--- src/rtl/asram_pkg.sv ---
package asram_pkg;

    localparam int ADDR_W = 18;
    localparam int DATA_W = 16;
    localparam int LANES  = 2;

    typedef enum logic [2:0] {
        ST_IDLE  = 3'd0,
        ST_TURN  = 3'd1,
        ST_WRITE = 3'd2,
        ST_WHOLD = 3'd3,
        ST_READ  = 3'd4
    } seq_state_t;

    typedef struct packed {
        logic              write;
        logic [ADDR_W-1:0] addr;
        logic [DATA_W-1:0] wdata;
        logic [LANES-1:0]  mask;
    } access_t;

    function automatic int ns_to_cyc(input int ns, input int clk_ns);
        return (ns + clk_ns - 1) / clk_ns;
    endfunction

    function automatic int imax(input int a, input int b);
        return (a > b) ? a : b;
    endfunction

    function automatic int width_for(input int n);
        return (n < 2) ? 1 : $clog2(n + 1);
    endfunction

endpackage

--- src/rtl/asram_cnt.sv ---
module asram_cnt #(
    parameter int W = 2
) (
    input  logic         clk,
    input  logic         rst,
    input  logic         load,
    input  logic [W-1:0] load_val,
    output logic [W-1:0] cnt
);
    always_ff @(posedge clk) begin
        if (rst)
            cnt <= '0;
        else if (load)
            cnt <= load_val;
        else if (cnt != '0)
            cnt <= cnt - W'(1);
    end
endmodule

--- src/rtl/asram_capture.sv ---
module asram_capture
    import asram_pkg::*;
(
    input  logic              clk,
    input  logic              rst,
    input  logic              cap_en,
    input  logic [LANES-1:0]  cap_mask,
    input  logic [DATA_W-1:0] dq_i,
    output logic              rd_valid,
    output logic [DATA_W-1:0] rd_data
);
    logic [7:0] lane_q [LANES];

    always_ff @(posedge clk) begin
        if (rst) rd_valid <= 1'b0;
        else     rd_valid <= cap_en;
    end

    for (genvar g = 0; g < LANES; g++) begin : g_lane
        always_ff @(posedge clk) begin
            if (rst)
                lane_q[g] <= '0;
            else if (cap_en)
                lane_q[g] <= cap_mask[g] ? dq_i[8*g +: 8] : 8'h00;
        end
        assign rd_data[8*g +: 8] = lane_q[g];
    end


    rd_valid_pulse_chk: assert property (@(posedge clk) disable iff (rst)
        rd_valid |=> !rd_valid);
endmodule

--- src/rtl/asram_seq.sv ---
module asram_seq
    import asram_pkg::*;
#(
    parameter int N_RD = 3,
    parameter int N_WP = 3,
    parameter int N_TA = 1,
    parameter int PH_W = 2,
    parameter int TA_W = 1
) (
    input  logic              clk,
    input  logic              rst,
    input  logic              req_valid,
    input  logic              req_write,
    input  logic [ADDR_W-1:0] req_addr,
    input  logic [DATA_W-1:0] req_wdata,
    input  logic [LANES-1:0]  req_bmask,
    input  logic [PH_W-1:0]   ph_cnt,
    input  logic [TA_W-1:0]   ta_cnt,
    output logic              ph_load,
    output logic [PH_W-1:0]   ph_val,
    output logic              ta_load,
    output logic [TA_W-1:0]   ta_val,
    output logic              req_ready,
    output logic              cap_en,
    output logic [LANES-1:0]  cap_mask,
    output logic [ADDR_W-1:0] mem_addr,
    output logic              mem_cs_n,
    output logic              mem_we_n,
    output logic              mem_oe_n,
    output logic [LANES-1:0]  mem_bsel_n,
    output logic [DATA_W-1:0] mem_dq_o,
    output logic              mem_dq_oe
);
    seq_state_t state, state_nx;
    access_t    acc;
    logic       bus_free;
    logic       active;

    assign bus_free = (ta_cnt <= TA_W'(1));

    always_ff @(posedge clk) begin
        if (rst) begin
            state <= ST_IDLE;
            acc   <= '0;
        end else begin
            state <= state_nx;
            if (state == ST_IDLE && req_valid)
                acc <= '{write: req_write, addr: req_addr,
                         wdata: req_wdata, mask: req_bmask};
        end
    end

    always_comb begin
        state_nx = state;
        ph_load  = 1'b0;
        ph_val   = '0;
        ta_load  = 1'b0;
        ta_val   = TA_W'(N_TA);
        cap_en   = 1'b0;
        unique case (state)
            ST_IDLE: begin
                if (req_valid) begin
                    if (!req_write) begin
                        state_nx = ST_READ;
                        ph_load  = 1'b1;
                        ph_val   = PH_W'(N_RD - 1);
                    end else if (bus_free) begin
                        state_nx = ST_WRITE;
                        ph_load  = 1'b1;
                        ph_val   = PH_W'(N_WP - 1);
                    end else begin
                        state_nx = ST_TURN;
                    end
                end
            end
            ST_TURN: begin
                if (bus_free) begin
                    state_nx = ST_WRITE;
                    ph_load  = 1'b1;
                    ph_val   = PH_W'(N_WP - 1);
                end
            end
            ST_WRITE: begin
                if (ph_cnt == '0) state_nx = ST_WHOLD;
            end
            ST_WHOLD: begin
                state_nx = ST_IDLE;
            end
            ST_READ: begin
                if (ph_cnt == '0) begin
                    state_nx = ST_IDLE;
                    cap_en   = 1'b1;
                    ta_load  = 1'b1;
                end
            end
            default: state_nx = ST_IDLE;
        endcase
    end

    assign active     = (state == ST_WRITE) || (state == ST_READ);
    assign req_ready  = (state == ST_IDLE);
    assign mem_addr   = acc.addr;
    assign mem_cs_n   = !active;
    assign mem_we_n   = (state != ST_WRITE);
    assign mem_oe_n   = (state != ST_READ);
    assign mem_dq_o   = acc.wdata;
    assign mem_dq_oe  = (state == ST_WRITE) || (state == ST_WHOLD);
    assign cap_mask   = acc.mask;

    for (genvar g = 0; g < LANES; g++) begin : g_sel
        assign mem_bsel_n[g] = !(active && acc.mask[g]);
    end


    oe_high_in_write_chk: assert property (@(posedge clk) disable iff (rst)
        !mem_we_n |-> mem_oe_n);

    no_bus_fight_chk: assert property (@(posedge clk) disable iff (rst)
        !mem_oe_n |-> !mem_dq_oe);

    standby_lanes_chk: assert property (@(posedge clk) disable iff (rst)
        mem_cs_n |-> (mem_bsel_n == '1));

    addr_stable_chk: assert property (@(posedge clk) disable iff (rst)
        (!mem_cs_n && $past(!mem_cs_n)) |-> $stable(mem_addr));

    ready_only_idle_chk: assert property (@(posedge clk) disable iff (rst)
        req_ready |-> (mem_cs_n && !mem_dq_oe));
endmodule

--- src/rtl/asram_ctrl.sv ---
module asram_ctrl
    import asram_pkg::*;
#(
    parameter int CLK_NS    = 10,
    parameter int T_RC_NS   = 55,
    parameter int T_AA_NS   = 55,
    parameter int T_OE_NS   = 30,
    parameter int T_WP_NS   = 40,
    parameter int T_SEL_NS  = 50,
    parameter int T_DS_NS   = 25,
    parameter int T_WC_NS   = 55,
    parameter int T_REL_NS  = 20
) (
    input  logic              clk,
    input  logic              rst,
    input  logic              req_valid,
    output logic              req_ready,
    input  logic              req_write,
    input  logic [ADDR_W-1:0] req_addr,
    input  logic [DATA_W-1:0] req_wdata,
    input  logic [LANES-1:0]  req_bmask,
    output logic              rd_valid,
    output logic [DATA_W-1:0] rd_data,
    output logic [ADDR_W-1:0] mem_addr,
    output logic              mem_cs_n,
    output logic              mem_we_n,
    output logic              mem_oe_n,
    output logic              mem_lb_n,
    output logic              mem_ub_n,
    output logic [DATA_W-1:0] mem_dq_o,
    output logic              mem_dq_oe,
    input  logic [DATA_W-1:0] mem_dq_i
);
    localparam int N_RD = imax(1, imax(ns_to_cyc(T_RC_NS, CLK_NS),
                               imax(ns_to_cyc(T_AA_NS, CLK_NS),
                                    ns_to_cyc(T_OE_NS, CLK_NS))));
    localparam int N_WP = imax(1, imax(imax(ns_to_cyc(T_WP_NS, CLK_NS),
                                            ns_to_cyc(T_SEL_NS, CLK_NS)),
                               imax(ns_to_cyc(T_DS_NS, CLK_NS),
                                    ns_to_cyc(T_WC_NS, CLK_NS) - 1)));
    localparam int N_TA = ns_to_cyc(T_REL_NS, CLK_NS);
    localparam int PH_W = width_for(imax(N_RD, N_WP));
    localparam int TA_W = width_for(N_TA);
    localparam int RUN_W = width_for(imax(imax(N_RD, N_WP), N_TA) + 1);

    logic              ph_load, ta_load, cap_en;
    logic [PH_W-1:0]   ph_val, ph_cnt;
    logic [TA_W-1:0]   ta_val, ta_cnt;
    logic [LANES-1:0]  cap_mask, bsel_n;

    asram_cnt #(.W(PH_W)) u_phase (
        .clk(clk), .rst(rst), .load(ph_load), .load_val(ph_val), .cnt(ph_cnt)
    );

    asram_cnt #(.W(TA_W)) u_turn (
        .clk(clk), .rst(rst), .load(ta_load), .load_val(ta_val), .cnt(ta_cnt)
    );

    asram_seq #(
        .N_RD(N_RD), .N_WP(N_WP), .N_TA(N_TA), .PH_W(PH_W), .TA_W(TA_W)
    ) u_seq (
        .clk(clk), .rst(rst),
        .req_valid(req_valid), .req_write(req_write), .req_addr(req_addr),
        .req_wdata(req_wdata), .req_bmask(req_bmask),
        .ph_cnt(ph_cnt), .ta_cnt(ta_cnt),
        .ph_load(ph_load), .ph_val(ph_val), .ta_load(ta_load), .ta_val(ta_val),
        .req_ready(req_ready), .cap_en(cap_en), .cap_mask(cap_mask),
        .mem_addr(mem_addr), .mem_cs_n(mem_cs_n), .mem_we_n(mem_we_n),
        .mem_oe_n(mem_oe_n), .mem_bsel_n(bsel_n),
        .mem_dq_o(mem_dq_o), .mem_dq_oe(mem_dq_oe)
    );

    asram_capture u_cap (
        .clk(clk), .rst(rst), .cap_en(cap_en), .cap_mask(cap_mask),
        .dq_i(mem_dq_i), .rd_valid(rd_valid), .rd_data(rd_data)
    );

    assign mem_lb_n = bsel_n[0];
    assign mem_ub_n = bsel_n[1];

    // Port-level run counters used only by the checks below.
    logic [RUN_W-1:0] we_run, oe_idle_run;

    always_ff @(posedge clk) begin
        if (rst) begin
            we_run      <= '0;
            oe_idle_run <= RUN_W'(N_TA);
        end else begin
            we_run <= !mem_we_n ? we_run + RUN_W'(1) : '0;
            if (!mem_oe_n)
                oe_idle_run <= '0;
            else if (oe_idle_run < RUN_W'(N_TA))
                oe_idle_run <= oe_idle_run + RUN_W'(1);
        end
    end


    we_width_chk: assert property (@(posedge clk) disable iff (rst)
        $rose(mem_we_n) |-> (we_run == RUN_W'(N_WP)));

    turnaround_gap_chk: assert property (@(posedge clk) disable iff (rst)
        $rose(mem_dq_oe) |-> (oe_idle_run >= RUN_W'(N_TA)));

    data_held_after_we_chk: assert property (@(posedge clk) disable iff (rst)
        $rose(mem_we_n) |-> mem_dq_oe);
endmodule

--- config.mk ---
export PLATFORM = sky130hd
export DESIGN_NAME = asram_ctrl
export DESIGN_NICKNAME = d
export VERILOG_FILES = /design/src/rtl/asram_pkg.sv /design/src/rtl/asram_cnt.sv /design/src/rtl/asram_capture.sv /design/src/rtl/asram_seq.sv /design/src/rtl/asram_ctrl.sv
export SDC_FILE = /design/constraint.sdc
export NUM_CORES = 1
export LEC_CHECK = 0
export BUFFER_PORTS_ARGS = -buffer_cell sky130_fd_sc_hd__buf_2
export CAP_MARGIN = 20
export CORE_MARGIN = 4
export CORE_UTILIZATION = 30
export DETAILED_ROUTE_END_ITERATION = 10
export GPL_TIMING_DRIVEN = 0
export PLACE_DENSITY = 0.65
export SYNTH_ARGS = -nofsm -noshare
export SYNTH_HDL_FRONTEND = slang
export SYNTH_SLANG_ARGS = --single-unit
--- constraint.sdc ---
create_clock -name clk -period 2.5 [get_ports clk]
set_clock_uncertainty 0.15 [all_clocks]
set_input_delay 0.125 -clock clk [delete_from_list [all_inputs] [get_ports clk]]
set_output_delay 0.125 -clock clk [all_outputs]
set_load 0.02 [all_outputs]
# Yosys cells after proc, flatten, opt, wreduce, memory -nomap -nowiden
# Memory sizes are Yosys's and may differ from the RTL's.
# Cells that the tools add are included.
# totals
output_inout_bits,58
ramBits,16
mem_count,1
inputBits,56
elab_cells,70
reg_bits,45
# op_classes
mux,30
reduce_logical,16
bitwise_logic,2
magnitude_cmp,1
eq_ne,10
addsub,2
# mem_list
memory,depth,width,rd,rd_ports_with_merged_regs,write_ports,line,rtl
u_cap.lane_q,2,8,2,0,2,asram_capture.sv:12,logic [7:0] lane_q [LANES];
# op_table
cell,count
$mux W8,4
$mux W3,10
$pmux W3 S4,1
$mux W1,10
$eq A3 B2 Y1 const B,2
$logic_not A3 Y1,2
$mux W2,3
$ne A2 B1 Y1 const B,3
$pmux W3 S2,1
$reduce_bool A2 Y1,3
$reduce_and A4 Y1,1
$eq A3 B1 Y1 const B,1
$eq A3 B3 Y1 const B,1
$logic_and A1 B1 Y1,3
$logic_not A1 Y1,3
$ne A3 B2 Y1 const B,1
$ne A3 B3 Y1 const B,1
$reduce_bool A3 Y1,1
$sub A3 B1 Y3 const B,1
$le A2 B1 Y1 const B,1
$logic_or A1 B1 Y1,2
$ne A2 B2 Y1 const B,1
$or A1 B1 Y1,2
$pmux W1 S2,1
2 further kinds,2

# Logic depth before layout (Yosys ltp)
# Gate-level depths: netlist of the first run.
# logic_depth
depth_word,7
mapped_depth,7
ltp_nobuf,6

# Hierarchy
# Synthesis of the first run repeated with hierarchy kept, for this count alone.
# hier_totals
hier_cells,274
hier_area_um2,2618.8
# modules_own_cells
module,n_inst,cells_per_inst,seq_area_each_um2,area_per_inst_um2
asram_seq,1,204,780.7,1586.5
asram_capture,1,37,500.5,708.2
asram_cnt (u_phase),1,21,60.1,202.7
asram_cnt (u_turn),1,12,40.0,121.4

# Least setup slack after synthesis of the first run
# No wires, ideal clock.
# synth_timing
kind,register to register
from,register u_phase.cnt[0]
to,memory u_cap.lane_q[0][0] (enable)
setup_slack_ps,597
period_less_slack_ps,1903
required_ps,1974
t_arrival_ps,1377
stages_incl_launch_ff,6
path_cell_list,dfxtp_1 inv_1 ha_1 nor2b_1 nand3_1 nand2b_1
# synth_lines
element,line,rtl
from (decl),asram_cnt.sv:8,output logic [W-1:0] cnt
from (signal assigned),asram_cnt.sv:14,cnt <= load_val;
from (signal assigned),asram_cnt.sv:16,cnt <= cnt - W'(1);
to (decl),asram_capture.sv:12,

==> results of run 1 <==
-- sequential cells by signal, summed over array words and instances, names as in the netlist --
signal,flops
u_turn.cnt,2
u_seq.mem_addr,18
u_seq.mem_dq_o,16
u_seq.cap_mask,2
u_cap.lane_q,16
u_seq.state,3
u_phase.cnt,3
u_cap.rd_valid,1
-- critical path, stage by stage (launching register included) --
cell,delay [ns]
dfxtp_1,0.32
inv_1,0.08
ha_1,0.18
nor2b_1,0.21
nand3_1,0.22
nand2b_1,0.61
-- stage by stage --
stage          worst slack, ns  instance area (um2)
2_1_floorplan            0.597                 2350
3_3_place_gp             0.352                 3030
3_5_place_dp             0.322                 3030
4_1_cts                  0.300                 3740
5_1_grt                  0.159                 3740
6_report                 0.346                 3740
-- power breakdown --
part	internal, uW	switching, uW	total (uW)
logic	259	340	600
clock network	412	348	759
registers	1100	40.3	1140
total	1770	728	2500
-- routing by layer --
metal / GRT usage, % / wire length (um) / vias up
met5: 0 / 0 / -
met4: 5.26 / 83 / 0
met3: 4.96 / 499 / 10
met2: 25.2 / 3230 / 80
met1: 16.4 / 2780 / 991
li1: - / - / 1176
-- cell type report --
class,count,area [um2],share of cell area [%]
buffer,16,115,3.08
clock buffer,14,163,4.35
clock inverter,2,10.0,0.268
inverter,5,18.8,0.502
multi-input combinational,168,833,22.3
sequential,61,1380,37.0
tap,99,124,3.32
timing repair buffer,165,1090,29.2
-- logic make-up after synthesis --
family          after synthesis  synth area share (%)
simple gates                116                  22.6
xor+xnor                      2                 0.746
compound gates               48                  11.0
fa+ha+maj                     2                  1.07
buf+inv                      21                  5.70
flops                        61                  58.8
-- worst paths after layout --
path,startpoint,endpoint
worst min-delay path,req_valid,u_seq.state[1]$_SDFFE_PP0P_
worst max-delay path,u_phase.cnt[0]$_SDFFE_PP0P_,u_cap.lane_q[0][0]$_SDFFCE_PN0P_
worst min register to register,u_turn.cnt[0]$_SDFFE_PP0P_,u_turn.cnt[0]$_SDFFE_PP0P_
worst max register to register,u_phase.cnt[0]$_SDFFE_PP0P_,u_cap.lane_q[0][0]$_SDFFCE_PN0P_
-- cell usage in the layout, fill, tap and decap left out --
cell type,n
buf_6,5
nand3_1,1
a21oi_1,42
nor3b_1,1
nor3b_2,2
clkbuf_8,11
buf_2,114
clkinv_2,2
nor2b_1,3
xnor2_1,1
a2111oi_0,1
o21a_1,2
nor3_1,3
a211oi_1,1
inv_1,5
clkbuf_1,6
dlygate4sd3_1,53
nor2_1,7
edfxtp_1,16
and2_1,17
nor2_2,1
or4b_1,1
dfxtp_1,45
a31oi_1,1
o221a_2,1
xor2_1,1
buf_4,4
or4_1,1
ha_1,2
nand2b_1,3
buf_1,2
nand2_1,76
-- Yosys cell counts, drive strengths merged --
library cell and number:
inv 5, dfxtp 45, edfxtp 16, nand3 1, a211oi 1, nand2 76, nor3 3, a31oi 1
nand2b 3, nor2 8, o221a 1, xnor2 1, a21oi 42, or4 1, xor2 1, and2 17
clkbuf 3, o21a 2, nor3b 3, ha 2, buf 13, nor2b 3, or4b 1, a2111oi 1
==> run summary, run 1 <==
Status - finished, final reports clean
# fillers - 720
IO Pins - 114
Gr ovfl total - 0
WP data arrival - 1.95 ns
Cts-stage hold buffer count - 53
Synth Area per Inst - 9.39 um2
Initial detailed-routing violation count - 49
Clock-pin slew on the worst setup and hold paths - 0.07 ns
Peak supply drop - 290 uV
Hold Path Class - in -> reg
Yosys top cell by area - dfxtp_1
Final Setup Violations - 0
Leakage - 0.00171 uW
CTS Sinks - 61
Slew Viols, Final - 0
First-pass DRT Iterations - 4
DP Cell Count - 461
CTS resizes - 0
Startpoint Class - flop
Nets - 484
CP endpoint kind - flop
DIE AREA - 9310 um2
Vias/cell - 4.26
Crit-path max FO - 17
Unrepaired setup endpoints after global routing - false
Gp weighted congestion - 0.740
Worst path required time - 2.30 ns
CTS tree - done
PwrDens - 669 nW/um2
Detailed Route WL - 6590 um
Fin. Hold Viols - 0
Root Buffer - clkbuf_8
Clock buffer depth - 2
Vias - 2257
Final non-filler cell total - 530
Global-route wire length before repair - 10200 um
Reg2Reg Depth - 5
Cell variety after synth - 29
Finished Core Util - 50.2%
# DRC - 0
Initial Util - 31.5%
Max frequency - 464 MHz
Global-route usage over all layers - 14.5%
Routed len/inst - 12.4 um
Warnings from Yosys - 0
Core Area - 7450 um2
Core Rows - 31
Top cell type's share of synthesized area - 38.4%
Largest net degree at the start of global routing - 18
Area grow syn2layout - 59.1%
Worst Hold Depth - 4
Final min period - 2.15 ns
HPWL after detailed placement - 4280 um
Clock Latency Late Sink - 0.33 ns
# diodes - 0
Synthesized net count - 308
Die H - 96.5 um
CTS Buf Count - 9
Synth top area cells - dfxtp_1, edfxtp_1, nand2_1
Setup Fix Bufs, Post-CTS - 0
IO buf count - 112
Post-Synthesis Cells - 250
Setup CP Type - reg -> reg
Total power - 2500 uW
WHS - 0.0556 ns
Die width - 96.5 um
Slew headroom - 50.5%
Max-Cap Viols - 0
Flops & latches, synth - 61
Post-Syn Area - 2350 um2
Final ANT Viol Nets - 0
Tightest Pin Transition - 0.742 ns
Share of cells above drive strength 1 - 32.5%
H-tree Lvls - 3
Initial antenna violation count - 0
Post-synthesis sequential area ratio - 58.8%
Total negative slack - 0 ns
Vias in the first global route - 2205
Reg2Reg Setup Slack - 0.35 ns
Final Cycle Share - 86.2%
Power figures use the tool's default switching activity.
==> run 2, diff against run 1 <==
--- a/config.mk
+++ b/config.mk
@@ -8,10 +8,11 @@
 export BUFFER_PORTS_ARGS = -buffer_cell sky130_fd_sc_hd__buf_2
 export CAP_MARGIN = 20
 export CORE_MARGIN = 4
-export CORE_UTILIZATION = 30
+export CORE_UTILIZATION = 45
+export CTS_BUF_LIST = sky130_fd_sc_hd__clkbuf_16
 export DETAILED_ROUTE_END_ITERATION = 10
 export GPL_TIMING_DRIVEN = 0
-export PLACE_DENSITY = 0.65
+export PLACE_DENSITY = 0.87
 export SYNTH_ARGS = -nofsm -noshare
 export SYNTH_HDL_FRONTEND = slang
 export SYNTH_SLANG_ARGS = --single-unit
==> run 2 against run 1 <==
Via count grew 4.6%. Hold slack lost 0.045 ns. Sequential cell count stayed put. Register-to-register slack better by 0.04 ns. Maximum frequency rose by 1.8%. Combinational power rose by 0.7%. Die area down 31%. Clock power grew 37%. Critical path depth stayed put. Critical path type unchanged. Largest cell class unchanged.
==> run summary, run 2 (synthesis results as in run 1) <==
CP endpoint kind - flop
Setup CP Type - reg -> reg
Area grow syn2layout - 60.6%
First-pass DRT Iterations - 4
Status - finished, final reports clean
PwrDens - 739 nW/um2
Share of cells above drive strength 1 - 32.3%
Crit-path max FO - 17
Total negative slack - 0 ns
Leakage - 0.00176 uW
Clock Latency Late Sink - 0.32 ns
Peak supply drop - 431 uV
Critical-path top delay cell - nand2b_1
IO Pins - 114
Startpoint Class - flop
# DRC - 0
Critical path, cell by cell - inv_1, ha_1, nor2b_1, nand3_1, nand2b_1
Vias in the first global route - 2458
Final Setup Violations - 0
Slew headroom - 52.0%
Setup ws final - 0.383 ns
CTS tree - done
# fillers - 366
Gr ovfl total - 0
Gp weighted congestion - 0.761
HPWL after detailed placement - 4150 um
Vias - 2360
Vias/cell - 4.72
Global-route wire length before repair - 10900 um
Max frequency - 472 MHz
CTS Buf Count - 9
Final min period - 2.12 ns
Largest net degree at the start of global routing - 18
WP buf/inv - 1
Slew Viols, Final - 0
Hold Path Class - in -> reg
H-tree Lvls - 3
Final non-filler cell total - 500
Crit-path leading delay family - simple AND/OR/NAND/NOR gates
Root Buffer - clkbuf_16
DP Cell Count - 432
Die H - 80.2 um
Most frequent cells in the layout - buf_2, nand2_1, dlygate4sd3_1, dfxtp_1, a21oi_1
Unrepaired setup endpoints after global routing - false
Nets - 483
DIE AREA - 6440 um2
Initial detailed-routing violation count - 76
WP data arrival - 1.91 ns
Finished Core Util - 74.3%
IO buf count - 112
Most common library cell in the layout ignoring fill and taps - buf_2
Max-Cap Viols - 0
Tightest Pin Transition - 0.720 ns
Final Cycle Share - 84.7%
Clock buffer depth - 2
Initial Util - 46.3%
Clock-pin slew on the worst setup and hold paths - 0.05 ns
Final ANT Viol Nets - 0
Global-route usage over all layers - 22.1%
# diodes - 0
Largest register FFs - 18
Routed len/inst - 13.7 um
Core Area - 5070 um2
Initial antenna violation count - 0
Setup Fix Bufs, Post-CTS - 0
Die width - 80.2 um
Fin. Hold Viols - 0
Detailed Route WL - 6840 um
CTS Sinks - 61
Critical path's largest stage delay - 0.59 ns
Core Rows - 26
Worst path required time - 2.29 ns
Worst slack at placement - 0.362 ns
-- run 2: report_power, final --
| group | internal (uW) | total [uW] | switching, uW | leakage, uW |
|---|---|---|---|---|
| combinational | 259 | 604 | 345 | 0.00108 |
| sequential | 1100 | 1140 | 40.8 | 0.000535 |
| clock | 648 | 1040 | 394 | 0.000144 |
| total | 2010 | 2790 | 780 | 0.00176 |
-- run 2: worst paths after layout --
kind,startpoint,end,cells past startpoint,slack (ns)
max,u_phase.cnt[0]$_SDFFE_PP0P_,u_cap.lane_q[0][4]$_SDFFCE_PN0P_,5,0.38
min,req_write,u_phase.cnt[0]$_SDFFE_PP0P_,4,0.01
max reg2reg,u_phase.cnt[0]$_SDFFE_PP0P_,u_cap.lane_q[0][4]$_SDFFCE_PN0P_,5,0.38
min reg2reg,u_turn.cnt[0]$_SDFFE_PP0P_,u_turn.cnt[0]$_SDFFE_PP0P_,1,0.28
-- run 2: per-layer routing --
metal / track usage, % / part of all wire (%) / vias up / routed length (um)
li1: - / - / 1175 / -
met1: 24.3 / 39 / 1059 / 2690
met2: 39.3 / 51 / 114 / 3480
met3: 7.96 / 8.6 / 12 / 590
met4: 7.26 / 1.1 / 0 / 74
met5: 0 / 0 / - / 0
-- run 2: stage by stage --
| step | hold slack (ns) | total power [uW] | area, um2 |
|---|---|---|---|
| final | 0.0103 | 2790 | 3770 |
| after global routing | 0.0321 | 2930 | 3770 |
| after CTS | 0.00950 | 2800 | 3770 |
| after detailed placement | 0.221 | 1700 | 3000 |
| after global placement | 0.216 | 1680 | 3000 |
| after floorplan | 0.111 | 1520 | 2350 |
-- run 2: area by class of cell --
class                   count  area, um2  share of cell area (%)
well taps                  70       87.6                    2.32
multi-input cells         168        833                    22.1
repair buffers            164       1080                    28.7
inverters                   5       18.8                   0.498
plain buffers              16        115                    3.05
clock buffers               9        225                    5.97
flip-flops and latches     61       1380                    36.6
clock inverters             7       30.0                   0.796
-- run 2: repair_timing --
| item | in CTS | in global routing |
|---|---|---|
| gates resized for setup | 0 | 0 |
| setup endpoints to repair | 0 | 0 |
| endpoints found under the hold margin | 52 | 0 |
| hold buffers | 52 | 0 |
-- run 2: tightest hold or removal path: cells and delay by family --
kind	cells	cell delay (ns)
AND/OR/NAND/NOR	2	0.09
buffers and inverters	1	0.11
AO/OA/AOI/OAI	1	0.10
==> run 3, diff against run 2 <==
--- a/config.mk
+++ b/config.mk
@@ -8,11 +8,11 @@
 export BUFFER_PORTS_ARGS = -buffer_cell sky130_fd_sc_hd__buf_2
 export CAP_MARGIN = 20
 export CORE_MARGIN = 4
-export CORE_UTILIZATION = 45
+export CORE_UTILIZATION = 41
 export CTS_BUF_LIST = sky130_fd_sc_hd__clkbuf_16
 export DETAILED_ROUTE_END_ITERATION = 10
 export GPL_TIMING_DRIVEN = 0
-export PLACE_DENSITY = 0.87
+export PLACE_DENSITY = 0.84
 export SYNTH_ARGS = -nofsm -noshare
 export SYNTH_HDL_FRONTEND = slang
 export SYNTH_SLANG_ARGS = --single-unit
==> constraint.sdc (replaced) <==
create_clock -name clk -period 1.74 [get_ports clk]
set_clock_uncertainty 0.15 [all_clocks]
set_input_delay 0.087 -clock clk [delete_from_list [all_inputs] [get_ports clk]]
set_output_delay 0.087 -clock clk [all_outputs]
set_load 0.02 [all_outputs]
==> run 3 against run 2 <==
Global-route usage down 2.6 points. Non-clock buffer count increased by 7. Critical path type unchanged. Sequential share of layout area shrank 1.9 points. Critical endpoint is now u_seq.mem_dq_o[4]$_SDFFE_PP0P_. Die area is 8.8% higher. Clock power increased by 77%. Worst setup slack got worse by 0.35 ns. Via count shrank 0.64%. Utilization shrank 2.3 points.
==> run summary, run 3 (synthesis results as in run 1) <==
PwrDens - 1120 nW/um2
Gp weighted congestion - 0.767
Finished Core Util - 72.0%
Worst slack at placement - -0.172 ns
Status - finished, final reports clean
CTS Buf Count - 9
Fin. Hold Viols - 0
Die width - 83.7 um
DIE AREA - 7000 um2
Cell Area, Placed - 3010 um2
Critical-path top delay cell - or4b_4
Max frequency - 587 MHz
Share of cells above drive strength 1 - 37.8%
Initial antenna violation count - 0
Final min period - 1.70 ns
Total power - 4460 uW
Clock-pin slew on the worst setup and hold paths - 0.05 ns
CP endpoint kind - flop
HPWL after detailed placement - 4190 um
Final Setup Violations - 0
Critical path, cell by cell - buf_6, or4b_4, buf_8, buf_6, nand2_1, a21oi_1
Max-Cap Viols - 0
Reg2Reg Setup Slack - 0.04 ns
First-pass DRT Iterations - 4
Largest net degree at the start of global routing - 18
H-tree Lvls - 3
Core Rows - 27
IO Pins - 114
WP data arrival - 1.73 ns
Clock Latency Late Sink - 0.31 ns
Vias in the first global route - 2421
WP buf/inv - 3
Core Area - 5540 um2
# diodes - 0
Startpoint Class - flop
Initial Util - 42.4%
Setup CP Type - reg -> reg
CTS Sinks - 61
Vias/cell - 4.61
Crit-path leading delay family - simple AND/OR/NAND/NOR gates
Slew headroom - 60.3%
IO buf count - 112
WHS - 0.0270 ns
# DRC - 0
Nets - 490
Tightest Pin Transition - 0.596 ns
Critical path's largest stage delay - 0.53 ns
Setup ws final - 0.0351 ns
Final Cycle Share - 98.0%
Die H - 83.7 um
Detailed Route WL - 6670 um
Clock buffer depth - 2
Most common library cell in the layout ignoring fill and taps - buf_2
Peak supply drop - 864 uV
Global-route wire length before repair - 11100 um
Hold Path Class - in -> reg
Worst path required time - 1.76 ns
Fin area - 3990 um2
Routed len/inst - 13.1 um
Most frequent cells in the layout - buf_2, nand2_1, dlygate4sd3_1, dfxtp_1, a21oi_1
Area grow syn2layout - 69.8%
Most frequent CP cell - buf_6
Gr ovfl total - 0
Largest register FFs - 18
Final ANT Viol Nets - 0
CTS tree - done
Crit-path max FO - 10
Leakage - 0.00184 uW
Global-route usage over all layers - 19.5%
Slew Viols, Final - 0
Root Buffer - clkbuf_16
Vias - 2345
Initial detailed-routing violation count - 102
run 3: cell count changes in the layout (fill, tap and decap cells not counted), sizes merged:
cell and change:
buf +6, inv -4, bufinv +2, clkinvlp +2, dlygate4sd3 +1
run 3: final timing paths:
kind                               startpoint                        endpoint  cells after the start
hold / removal                      req_valid     u_seq.state[1]$_SDFFE_PP0P_                      4
setup / recovery  u_seq.state[0]$_SDFFE_PP0P_  u_seq.mem_dq_o[4]$_SDFFE_PP0P_                      6
setup reg to reg  u_seq.state[0]$_SDFFE_PP0P_  u_seq.mem_dq_o[4]$_SDFFE_PP0P_                      6
hold reg to reg    u_turn.cnt[0]$_SDFFE_PP0P_      u_turn.cnt[0]$_SDFFE_PP0P_                      1
run 3: what timing repair did:
item / CTS / global route
resized for setup: 10 / 14
hold buffers: 53 / 0
pin swaps: 1 / 5
setup endpoints to repair: 36 / 65
gates cloned: 0 / 1
buffers inserted: 0 / 6
endpoints found under the hold margin: 54 / 0
run 3: per-stage QoR:
stage | setup TNS (ns) | std cells
floorplan | 0 | 250
global route | -0.245 | 509
CTS | 0 | 503
global placement | -3.49 | 434
finish | 0 | 509
detailed placement | -4.86 | 434
run 3: tightest hold or removal path: cells and delay by family:
kind	cells	cell delay, ns
and+or+nand+nor	1	0.08
buffers and inverters	1	0.12
AOI/OAI and AO/OA	2	0.17
run 3: final cells by class:
class / instances / area (um2)
clock buffer: 9 / 225
inverter: 5 / 18.8
tap: 72 / 90.1
sequential: 61 / 1380
clock inverter: 7 / 90.1
buffer: 15 / 120
fill: 405 / 1550
multi-input combinational: 168 / 920
timing repair buffer: 172 / 1140
run 3: layer usage:
metal / global-route usage (%) / up-vias / routed length (um)
met5: 0 / - / 0
met4: 6.43 / 0 / 68
met3: 6.02 / 8 / 417
met2: 34.4 / 79 / 3350
met1: 22.2 / 1073 / 2840
li1: - / 1185 / -
run 3: where the power goes:
group | leakage [uW] | switching (uW) | internal (uW)
Combinational | 0.00116 | 522 | 442
Clock | 0.000151 | 594 | 1240
Sequential | 0.000536 | 72.7 | 1590
